File: src/rtl/flp_pkg.sv
// Shared definitions for the flash word programming sequencer.
// Assumes the device decodes the unlock preamble on the low 12 address bits.
package flp_pkg;

    typedef enum logic [2:0] {
        S_IDLE,
        S_FETCH,
        S_CMD,
        S_WDAT,
        S_RD,
        S_CHK,
        S_NEXT,
        S_FIN
    } flp_state_t;

    localparam int UNLOCK_STEPS = 3;

    // Address of preamble write number step.
    function automatic logic [11:0] unlock_addr(input logic [1:0] step);
        case (step)
            2'd0:    return 12'h555;
            2'd1:    return 12'h2AA;
            default: return 12'h555;
        endcase
    endfunction

    // Data of preamble write number step.
    function automatic logic [7:0] unlock_data(input logic [1:0] step);
        case (step)
            2'd0:    return 8'hAA;
            2'd1:    return 8'h55;
            default: return 8'hA0;
        endcase
    endfunction

endpackage

File: src/rtl/flp_word_ctr.sv
// Target address and remaining-word counter.
// Assumes load and advance are never requested in the same cycle.
module flp_word_ctr #(
    parameter int AW = 16,
    parameter int CW = 16
) (
    input  logic          clk,
    input  logic          rst_n,
    input  logic          load_i,
    input  logic          adv_i,
    input  logic [AW-1:0] base_i,
    input  logic [CW-1:0] count_i,
    output logic [AW-1:0] addr_o,
    output logic          last_o
);
    logic [CW-1:0] remain_q;

    // Load on start, step address and decrement remaining on each finished word.
    always_ff @(posedge clk) begin
        if (!rst_n) begin
            addr_o   <= '0;
            remain_q <= '0;
        end else if (load_i) begin
            addr_o   <= base_i;
            remain_q <= count_i;
        end else if (adv_i) begin
            addr_o   <= addr_o + AW'(1);
            remain_q <= remain_q - CW'(1);
        end
    end

    assign last_o = (remain_q == CW'(1));

    // address holds unless loaded or advanced
    p_addr_hold_r7: assert property (@(posedge clk) disable iff (!rst_n)
        (!load_i && !adv_i) |=> $stable(addr_o));

endmodule

File: src/rtl/flp_poll_timer.sv
// Per-word read budget counter.
// Assumes the controller never ticks once the budget is spent.
module flp_poll_timer #(
    parameter int MAX_POLLS = 64
) (
    input  logic clk,
    input  logic rst_n,
    input  logic clear_i,
    input  logic tick_i,
    output logic expired_o
);
    localparam int PCW = $clog2(MAX_POLLS + 1);

    logic [PCW-1:0] cnt_q;

    // Count reads issued for the current word.
    always_ff @(posedge clk) begin
        if (!rst_n) begin
            cnt_q <= '0;
        end else if (clear_i) begin
            cnt_q <= '0;
        end else if (tick_i) begin
            cnt_q <= cnt_q + PCW'(1);
        end
    end

    assign expired_o = (cnt_q == PCW'(MAX_POLLS));

    // read count never exceeds the budget
    p_poll_bound_r9: assert property (@(posedge clk) disable iff (!rst_n)
        cnt_q <= PCW'(MAX_POLLS));

endmodule

File: src/rtl/flp_bus_drv.sv
// Decodes controller state into bus strobes, address and write data.
// Assumes step only ranges over the preamble writes while in S_CMD.
module flp_bus_drv
    import flp_pkg::*;
#(
    parameter int AW = 16,
    parameter int DW = 16
) (
    input  flp_state_t    state_i,
    input  logic [1:0]    step_i,
    input  logic [AW-1:0] tgt_addr_i,
    input  logic [DW-1:0] word_i,
    output logic          we_o,
    output logic          re_o,
    output logic [AW-1:0] addr_o,
    output logic [DW-1:0] wdata_o
);
    // Select preamble, data write or poll read from the current state.
    always_comb begin
        we_o    = 1'b0;
        re_o    = 1'b0;
        addr_o  = tgt_addr_i;
        wdata_o = '0;
        case (state_i)
            S_CMD: begin
                we_o    = 1'b1;
                addr_o  = AW'(unlock_addr(step_i));
                wdata_o = DW'(unlock_data(step_i));
            end
            S_WDAT: begin
                we_o    = 1'b1;
                wdata_o = word_i;
            end
            S_RD: begin
                re_o    = 1'b1;
            end
            default: ;
        endcase
    end

endmodule

File: src/rtl/flp_prog_ctrl.sv
// Flash word programming sequencer (top).
// Fetches words, sends unlock preamble and data write, polls bit 7, verifies,
// then advances. Assumes read data returns one cycle after the read strobe.
module flp_prog_ctrl
    import flp_pkg::*;
#(
    parameter int AW        = 16,
    parameter int DW        = 16,
    parameter int CW        = 16,
    parameter int MAX_POLLS = 64
) (
    input  logic          clk,
    input  logic          rst_n,
    input  logic          start_i,
    input  logic [AW-1:0] start_addr_i,
    input  logic [CW-1:0] word_count_i,
    input  logic          src_valid_i,
    input  logic [DW-1:0] src_data_i,
    output logic          src_ready_o,
    output logic [AW-1:0] bus_addr_o,
    output logic [DW-1:0] bus_wdata_o,
    output logic          bus_we_o,
    output logic          bus_re_o,
    input  logic [DW-1:0] bus_rdata_i,
    output logic          busy_o,
    output logic          done_o,
    output logic          err_o
);
    localparam int POLL_BIT = 7;

    flp_state_t    state_q;
    logic [1:0]    step_q;
    logic [DW-1:0] word_q;
    logic          verify_q;
    logic          err_q;
    logic [AW-1:0] tgt_addr;
    logic          last_word;
    logic          expired;
    logic          load;
    logic          adv;
    logic          bit_ok;
    logic          word_ok;

    assign load    = start_i && (state_q == S_IDLE);
    assign adv     = (state_q == S_NEXT) && !last_word;
    assign bit_ok  = (bus_rdata_i[POLL_BIT] == word_q[POLL_BIT]);
    assign word_ok = (bus_rdata_i == word_q);

    flp_word_ctr #(.AW(AW), .CW(CW)) u_ctr (
        .clk     (clk),
        .rst_n   (rst_n),
        .load_i  (load),
        .adv_i   (adv),
        .base_i  (start_addr_i),
        .count_i (word_count_i),
        .addr_o  (tgt_addr),
        .last_o  (last_word)
    );

    flp_poll_timer #(.MAX_POLLS(MAX_POLLS)) u_timer (
        .clk       (clk),
        .rst_n     (rst_n),
        .clear_i   (state_q == S_WDAT),
        .tick_i    (state_q == S_RD),
        .expired_o (expired)
    );

    flp_bus_drv #(.AW(AW), .DW(DW)) u_bus (
        .state_i    (state_q),
        .step_i     (step_q),
        .tgt_addr_i (tgt_addr),
        .word_i     (word_q),
        .we_o       (bus_we_o),
        .re_o       (bus_re_o),
        .addr_o     (bus_addr_o),
        .wdata_o    (bus_wdata_o)
    );

    // Main sequencing: fetch, preamble, data write, poll/verify, advance.
    always_ff @(posedge clk) begin
        if (!rst_n) begin
            state_q  <= S_IDLE;
            step_q   <= '0;
            word_q   <= '0;
            verify_q <= 1'b0;
            err_q    <= 1'b0;
        end else begin
            case (state_q)
                S_IDLE: if (start_i) begin
                    err_q   <= 1'b0;
                    state_q <= (word_count_i == '0) ? S_FIN : S_FETCH;
                end
                S_FETCH: if (src_valid_i) begin
                    word_q  <= src_data_i;
                    step_q  <= '0;
                    state_q <= S_CMD;
                end
                S_CMD: begin
                    step_q <= step_q + 2'd1;
                    if (step_q == 2'(UNLOCK_STEPS - 1)) state_q <= S_WDAT;
                end
                S_WDAT: begin
                    verify_q <= 1'b0;
                    state_q  <= S_RD;
                end
                S_RD: state_q <= S_CHK;
                S_CHK: begin
                    if (verify_q && word_ok) begin
                        state_q <= S_NEXT;
                    end else begin
                        verify_q <= !verify_q && bit_ok;
                        if (expired) begin
                            err_q   <= 1'b1;
                            state_q <= S_IDLE;
                        end else begin
                            state_q <= S_RD;
                        end
                    end
                end
                S_NEXT: state_q <= last_word ? S_FIN : S_FETCH;
                S_FIN:  state_q <= S_IDLE;
                default: state_q <= S_IDLE;
            endcase
        end
    end

    assign src_ready_o = (state_q == S_FETCH);
    assign busy_o      = (state_q != S_IDLE) && (state_q != S_FIN);
    assign done_o      = (state_q == S_FIN);
    assign err_o       = err_q;

    // done lasts a single cycle
    p_done_pulse_r8: assert property (@(posedge clk) disable iff (!rst_n)
        done_o |=> !done_o);

    // an errored sequencer is idle and silent
    p_err_silent_r9: assert property (@(posedge clk) disable iff (!rst_n)
        err_o |-> (!busy_o && !bus_we_o && !bus_re_o));

    // read data is only examined right after a read strobe
    p_rd_sample_r5: assert property (@(posedge clk) disable iff (!rst_n)
        (state_q == S_CHK) |-> $past(bus_re_o));

    // preamble begins only after a fetch
    p_fetch_first_r4: assert property (@(posedge clk) disable iff (!rst_n)
        (state_q == S_CMD && step_q == 2'd0) |-> $past(state_q) == S_FETCH);

    // a word finishes only from a verify read
    p_verify_done_r6: assert property (@(posedge clk) disable iff (!rst_n)
        (state_q == S_NEXT) |-> ($past(state_q) == S_CHK && $past(verify_q)));

    // while busy the target address only holds or steps by one
    p_busy_addr_r10: assert property (@(posedge clk) disable iff (!rst_n)
        busy_o |=> (tgt_addr == $past(tgt_addr)) || (tgt_addr == $past(tgt_addr) + AW'(1)));

endmodule

File: config.mk
export PLATFORM = sky130hd
export DESIGN_NAME = flp_prog_ctrl
export DESIGN_NICKNAME = d
export VERILOG_FILES = /design/src/rtl/flp_pkg.sv /design/src/rtl/flp_word_ctr.sv /design/src/rtl/flp_poll_timer.sv /design/src/rtl/flp_bus_drv.sv /design/src/rtl/flp_prog_ctrl.sv
export SDC_FILE = /design/constraint.sdc
export NUM_CORES = 1
export LEC_CHECK = 0
export BUFFER_PORTS_ARGS = -buffer_cell sky130_fd_sc_hd__buf_2
export CAP_MARGIN = 40
export CORE_ASPECT_RATIO = 1.75
export CORE_MARGIN = 2
export CORE_UTILIZATION = 40
export DETAILED_ROUTE_END_ITERATION = 10
export GPL_ROUTABILITY_DRIVEN = 0
export GPL_TIMING_DRIVEN = 0
export HOLD_SLACK_MARGIN = 0.03
export SETUP_SLACK_MARGIN = 0.5
export SKIP_LAST_GASP = 1
export SYNTH_ARGS = -nofsm -noshare
export SYNTH_HDL_FRONTEND = slang
export SYNTH_SLANG_ARGS = --single-unit
File: constraint.sdc
create_clock -name clk -period 1.9 [get_ports clk]
set_input_delay 0.285 -clock clk [delete_from_list [all_inputs] [get_ports clk]]
set_output_delay 0.285 -clock clk [all_outputs]
set_load 0.03 [all_outputs]
* After elaboration in Yosys (flattened, before gate mapping)
Index checks and enable logic that the tools add are counted.
** Storage, ports and cells
- Register bits after elaboration :: 62
- Input port bits :: 68
- Output and inout port bits :: 38
** Cells by class
- $add $sub $neg :: 4
- Equality and inequality tests :: 19
- Muxes and demuxes :: 26
- Bitwise logic cells :: 1
- Reductions and logical operators :: 22
** Operator list (number)
- $mux W16 :: 5
- $pmux W16 S2 :: 1
- $pmux W3 S8 :: 1
- $mux W3 :: 7
- $add A16 B1 Y16 const B :: 1
- $eq A16 B1 Y1 const B :: 1
- $eq A16 B16 Y1 :: 1
- $logic_not A16 Y1 :: 1
- $pmux W8 S2 :: 1
- $sub A16 B1 Y16 const B :: 1
- $eq A3 B3 Y1 const B :: 4
- $mux W11 :: 1
- $ne A2 B2 Y1 const B :: 5
- $reduce_bool A2 Y1 :: 4
- $add A7 B1 Y7 const B :: 1
- $eq A7 B7 Y1 const B :: 1
- $eq A3 B2 Y1 const B :: 2
- $mux W1 :: 6
- $reduce_and A2 Y1 :: 3
- $logic_and A1 B1 Y1 :: 5
- $pmux W1 S2 :: 2
- $pmux W2 S2 :: 1
- $reduce_and A4 Y1 :: 1
- $reduce_or A2 Y1 :: 2
- other kinds (13) :: 14

* Depth between registers and ports, before layout
- Depth after elaboration :: 5
- Depth in mapped cells :: 10

* Modules after synthesis
Synthesis repeated with hierarchy kept, for this count alone.
** Second synthesis, totals
- Cell total of the unflattened synthesis :: 459
- Area, all modules :: 3717.3 µm²
** By module, submodules not included
- flp_word_ctr :: instances 1, cells an instance 204, area each 1705.4 µm², seq. area each 640.6 µm²
- flp_prog_ctrl :: instances 1, cells an instance 166, area each 1292.5 µm², seq. area each 460.4 µm²
- flp_bus_drv :: instances 1, cells an instance 52, area each 380.4 µm², seq. area each 0.0 µm²
- flp_poll_timer :: instances 1, cells an instance 37, area each 339.1 µm², seq. area each 140.1 µm²

* Least setup slack after synthesis
Ideal clock, no wire load.
- Path kind :: register to output
- Start :: register state_q[2]
- End :: output bus_wdata_o[5]
- Arrival :: 1.846 ns
- Required time :: 1.615 ns
- Slack :: -0.231 ns
- Cell stages (with the launch flop) :: 8
- Path buffers :: 2
- Cell sequence :: dfxtp_1 buf_2 inv_1 nand2_1 inv_1 clkbuf_1 nand2_1 a21oi_1
** On the way
- Cells in the longest elaborated chain, start to end :: 2
** Ends and longest elaborated chain
- start: declaration :: line flp_prog_ctrl.sv:31 : flp_state_t state_q;
- start signal: assignment :: line flp_prog_ctrl.sv:91 : state_q <= (word_count_i == '0) ? S_FIN : S_FETCH;
- start signal: assignment :: line flp_prog_ctrl.sv:120 : S_NEXT: state_q <= last_word ? S_FIN : S_FETCH;
- $eq A3 B2 Y1 :: line flp_bus_drv.sv:24 : case (state_i)
- $pmux W16 S2 * :: line flp_bus_drv.sv:24
- end: declaration :: line flp_prog_ctrl.sv:21 : output logic [DW-1:0] bus_wdata_o,
Every way passes the cells marked *; elsewhere a longest branch is shown, timed or not.

* Worst setup path in the final report
- Start :: register state_q[2]
- End :: register u_ctr.remain_q[0]
** On the way
- Cells in the longest elaborated chain, start to end :: 3
** Ends and longest elaborated chain
- $eq A3 B3 Y1 or $logic_not A3 Y1 (tied branches) :: line flp_prog_ctrl.sv:45, flp_prog_ctrl.sv:44
- $logic_and A1 B1 Y1, on equally long branches :: line flp_prog_ctrl.sv:45, flp_prog_ctrl.sv:44
- $reduce_bool A2 Y1 (no line) or $mux W16 (tied branches)
- end signal: assignment :: line flp_word_ctr.sv:25 : remain_q <= count_i;
- end signal: assignment :: line flp_word_ctr.sv:28 : remain_q <= remain_q - CW'(1);
- end: declaration :: line flp_word_ctr.sv:16 : logic [CW-1:0] remain_q;
Several ways; a longest one is shown, not always the timed one.
A chain may end at the register's enable or synchronous reset.

==> results by group <==
Global routing
  • Vias in the first global route: 4580
  • Total gr overflow: 0
  • Initial antenna violation count: 0
  • Global Route Usage Sum: 0.301
  • First-pass GRT wire length: 23.2 mm
  • Largest net degree at the start of global routing: 11

Detailed routing
  • Via count: 4728
  • Final ANT Viol Nets: 0
  • Average routed wire per standard cell: 20.5 um
  • Number of remaining DRC errors: 0
  • Routed vias/inst: 5.79
  • First drt pass iteration count: 5
  • Drt total wl: 16.7 mm
  • DRT iter0 DRCs: 290

Logic synthesis
  • Post-Syn Nets: 566
  • Post-Syn Instances: 490
  • Mapped cell area: 3690 um^2
  • Post-synthesis average cell area: 7.53 um^2
  • Seq/Total Area, Yosys: 0.336
  • Ranking of synthesized cells by area: dfxtp_1 34%, a21oi_1 7.6%, nand2_1 7.4%
  • Ys Warns: 0
  • Yosys cell types: 54
  • #FFs+latches synth: 62
  • Largest area contributor in the netlist: dfxtp_1
  • Share of the synthesized area in the top cell type: 0.336

Power
  • Lkg Pwr: 2.86 nW
  • Power Density: 1510 nW/um^2
  • Switch share: 0.414
  • Gate power share: 0.648
  • Worst vdd ir: 1.00 mV
  • Int Power: 6.32 mW
  • Switching power: 4.46 mW
  • Sequential Power Share: 0.190
  • Clock network power share: 0.162

Floorplanning
  • Initial Util: 0.408
  • Core Box Area: 9040 um^2
  • Die H: 131 um
  • Die W: 76.6 um
  • Site row count: 46
  • # IOs: 106
  • Die area: 10000 um^2

Cells and area
  • Nets: 768
  • Area Overhead vs Synth: 92.9%
  • Commonest non-fill, non-tap cell in the layout: buf_2
  • Share of layout cells above drive strength 1: 0.603
  • # fillers: 577
  • Sequential Area: 1300 um^2
  • Commonest cells after routing, fill and taps aside: 68 x buf_2, 59 x buf_6, 50 x nand2_1, 49 x buf_4, 37 x nor2_1
  • Area of the multi-input gates: 3160 um^2
  • Antenna diodes: 0

Timing
  • # setup viols final: 0
  • Fin. max-slew vios: 0
  • Final Hold Viols: 0
  • Worst slew margin: 0.477
  • Worst-Margin Slew: 0.784 ns
  • Final period util: 0.985
  • Hold Slack: 0.181 ns
  • Max Fclk: 534 MHz
  • Post-layout minimum cycle time: 1.87 ns
  • Worst Skew: 0.00672 ns
  • Unrepaired setup endpoints after global routing: true
  • Setup_tns: 0 ns

Critical path
  • CP Data Required Time: 2.09 ns
  • CP max-delay cell: dfxtp_2
  • FF-to-FF Start: state_q[2]
  • Crit path from: state_q[2]
  • Reg-to-reg setup timing slack: 0.03 ns
  • Top cell family by delay on the critical path: buffers and inverters
  • Buffer and inverter count on the worst path: 5
  • Crit path max fanout: 8
  • Arrival @ worst endpoint: 2.06 ns
  • Critical path class: flip-flop to flip-flop
  • Crit end category: flip-flop
  • CP peak stage delay: 0.35 ns
  • CP Cell Sequence: buf_8 > buf_4 > nand2_2 > nor2_4 > and2_4 > buf_12 > nor2_4 > buf_12 > buf_16 > a221oi_2 > nor2_1
  • Critical Path Source Type: flip-flop

CTS
  • CTS tree: built
  • Num CTS Buffers: 9
  • Clk buf depth: 2
  • Clk_lat worst skew: 0.34 ns
  • CTS Root Cell: clkbuf_16
  • H-tree depth: 3
  • Worst-path clk slew: 0.06 ns
  • Clock sinks: 62
  • Hold_buf cts: 0

Min path
  • Hold crit path type: input port to flip-flop
  • Critical hold path startpoint: src_data_i[12]

Run
  • Max Cap Viol: 0

Placed design
  • # port buffers: 105
  • DP Wirelength: 9.33 mm

Run status
  • Run status: completed
[power groups by stage]
stage | clock (mW) | combinational, mW | sequential [mW]
after floorplan | 0 | 3.10 | 1.90
after CTS | 1.75 | 5.88 | 1.99
after global placement | 0 | 3.96 | 1.97
final | 1.75 | 6.99 | 2.05
after global routing | 1.82 | 7.29 | 2.07
after detailed placement | 0 | 4.00 | 1.98
[sequential cells by signal, summed over array words and instances (netlist names)]
register / count
err_o: 1
state_q: 3
step_q: 2
u_ctr.addr_o: 16
u_ctr.remain_q: 16
u_timer.cnt_q: 7
verify_q: 1
word_q: 16
[final timing paths]
path                       endpoint  depth (start not counted)
setup / recovery  u_ctr.remain_q[0]                         11
hold / removal           word_q[12]                          3
setup reg to reg  u_ctr.remain_q[0]                         11
hold reg to reg          word_q[12]                          2
[metal layers]
metal | up-vias | track usage | part of all wire
met5 | - | 0 | 0
met4 | 0 | 0.183 | 0.051
met3 | 66 | 0.0555 | 0.054
met2 | 237 | 0.574 | 0.56
met1 | 2284 | 0.303 | 0.34
li1 | 2141 | - | -
[cells by family (layout without fill, tap and decap cells)]
group,count (synthesis),after routing,synth area share
mux,1,1,0.00305
buf+inv,45,250,0.0620
xor+xnor,30,30,0.0712
compound gates,122,122,0.200
fa+ha+maj,8,8,0.0271
flops,62,62,0.336
simple gates,222,223,0.300
[stage by stage]
step	cells	setup slack [ns]	total power, mW	area [um^2]	utilization
floorplan	490	0.187	5.00	4210	-
global placement	715	0.0194	5.93	4880	0.540
detailed placement	715	-0.0222	5.98	4880	0.540
CTS	788	0.0521	9.62	6490	0.718
global route	816	-0.0441	11.2	7120	0.788
finish	816	0.0287	10.8	7120	0.788
[area by class of cell]
class | instances | area share
clock buffer | 10 | 0.0322
timing repair buffer | 190 | 0.238
inverter | 14 | 0.0109
tap | 120 | 0.0211
multi-input combinational | 384 | 0.444
clock inverter | 5 | 0.0105
sequential | 62 | 0.182
buffer | 31 | 0.0612
[repair_timing]
item	4_1_cts	5_1_grt
setup endpoints to repair	89	97
gates resized for setup	191	91
gates cloned	10	3
setup buffers	48	25
pin swaps	50	52
[worst reg2reg max path, cell delays in order (launching register included)]
cell,delay [ns]
dfxtp_2,0.35
buf_8,0.13
buf_4,0.14
nand2_2,0.08
nor2_4,0.15
and2_4,0.17
buf_12,0.14
nor2_4,0.06
buf_12,0.13
buf_16,0.13
a221oi_2,0.21
nor2_1,0.06
[synthesized netlist by cell type (all sizes together)]
library cell	instances
a211oi	4
a21o	5
a21oi	56
a221oi	3
a22oi	2
a2bb2oi	2
a311oi	1
a31oi	7
a32o	1
a32oi	5
a41oi	1
and2	10
and3	12
buf	13
clkbuf	18
dfxtp	62
ha	8
inv	14
mux2	1
nand2	74
nand2b	6
nand3	24
nand4	5
nor2	51
nor3	16
nor3b	2
nor4	14
o2111ai	1
o211ai	1
o21a	4
o21ai	20
o21ba	1
o22a	1
o22ai	4
o2bb2a	1
o311ai	2
or2	3
or3	4
or4	1
xnor2	19
xor2	11
(Power assumes the default switching activity.)
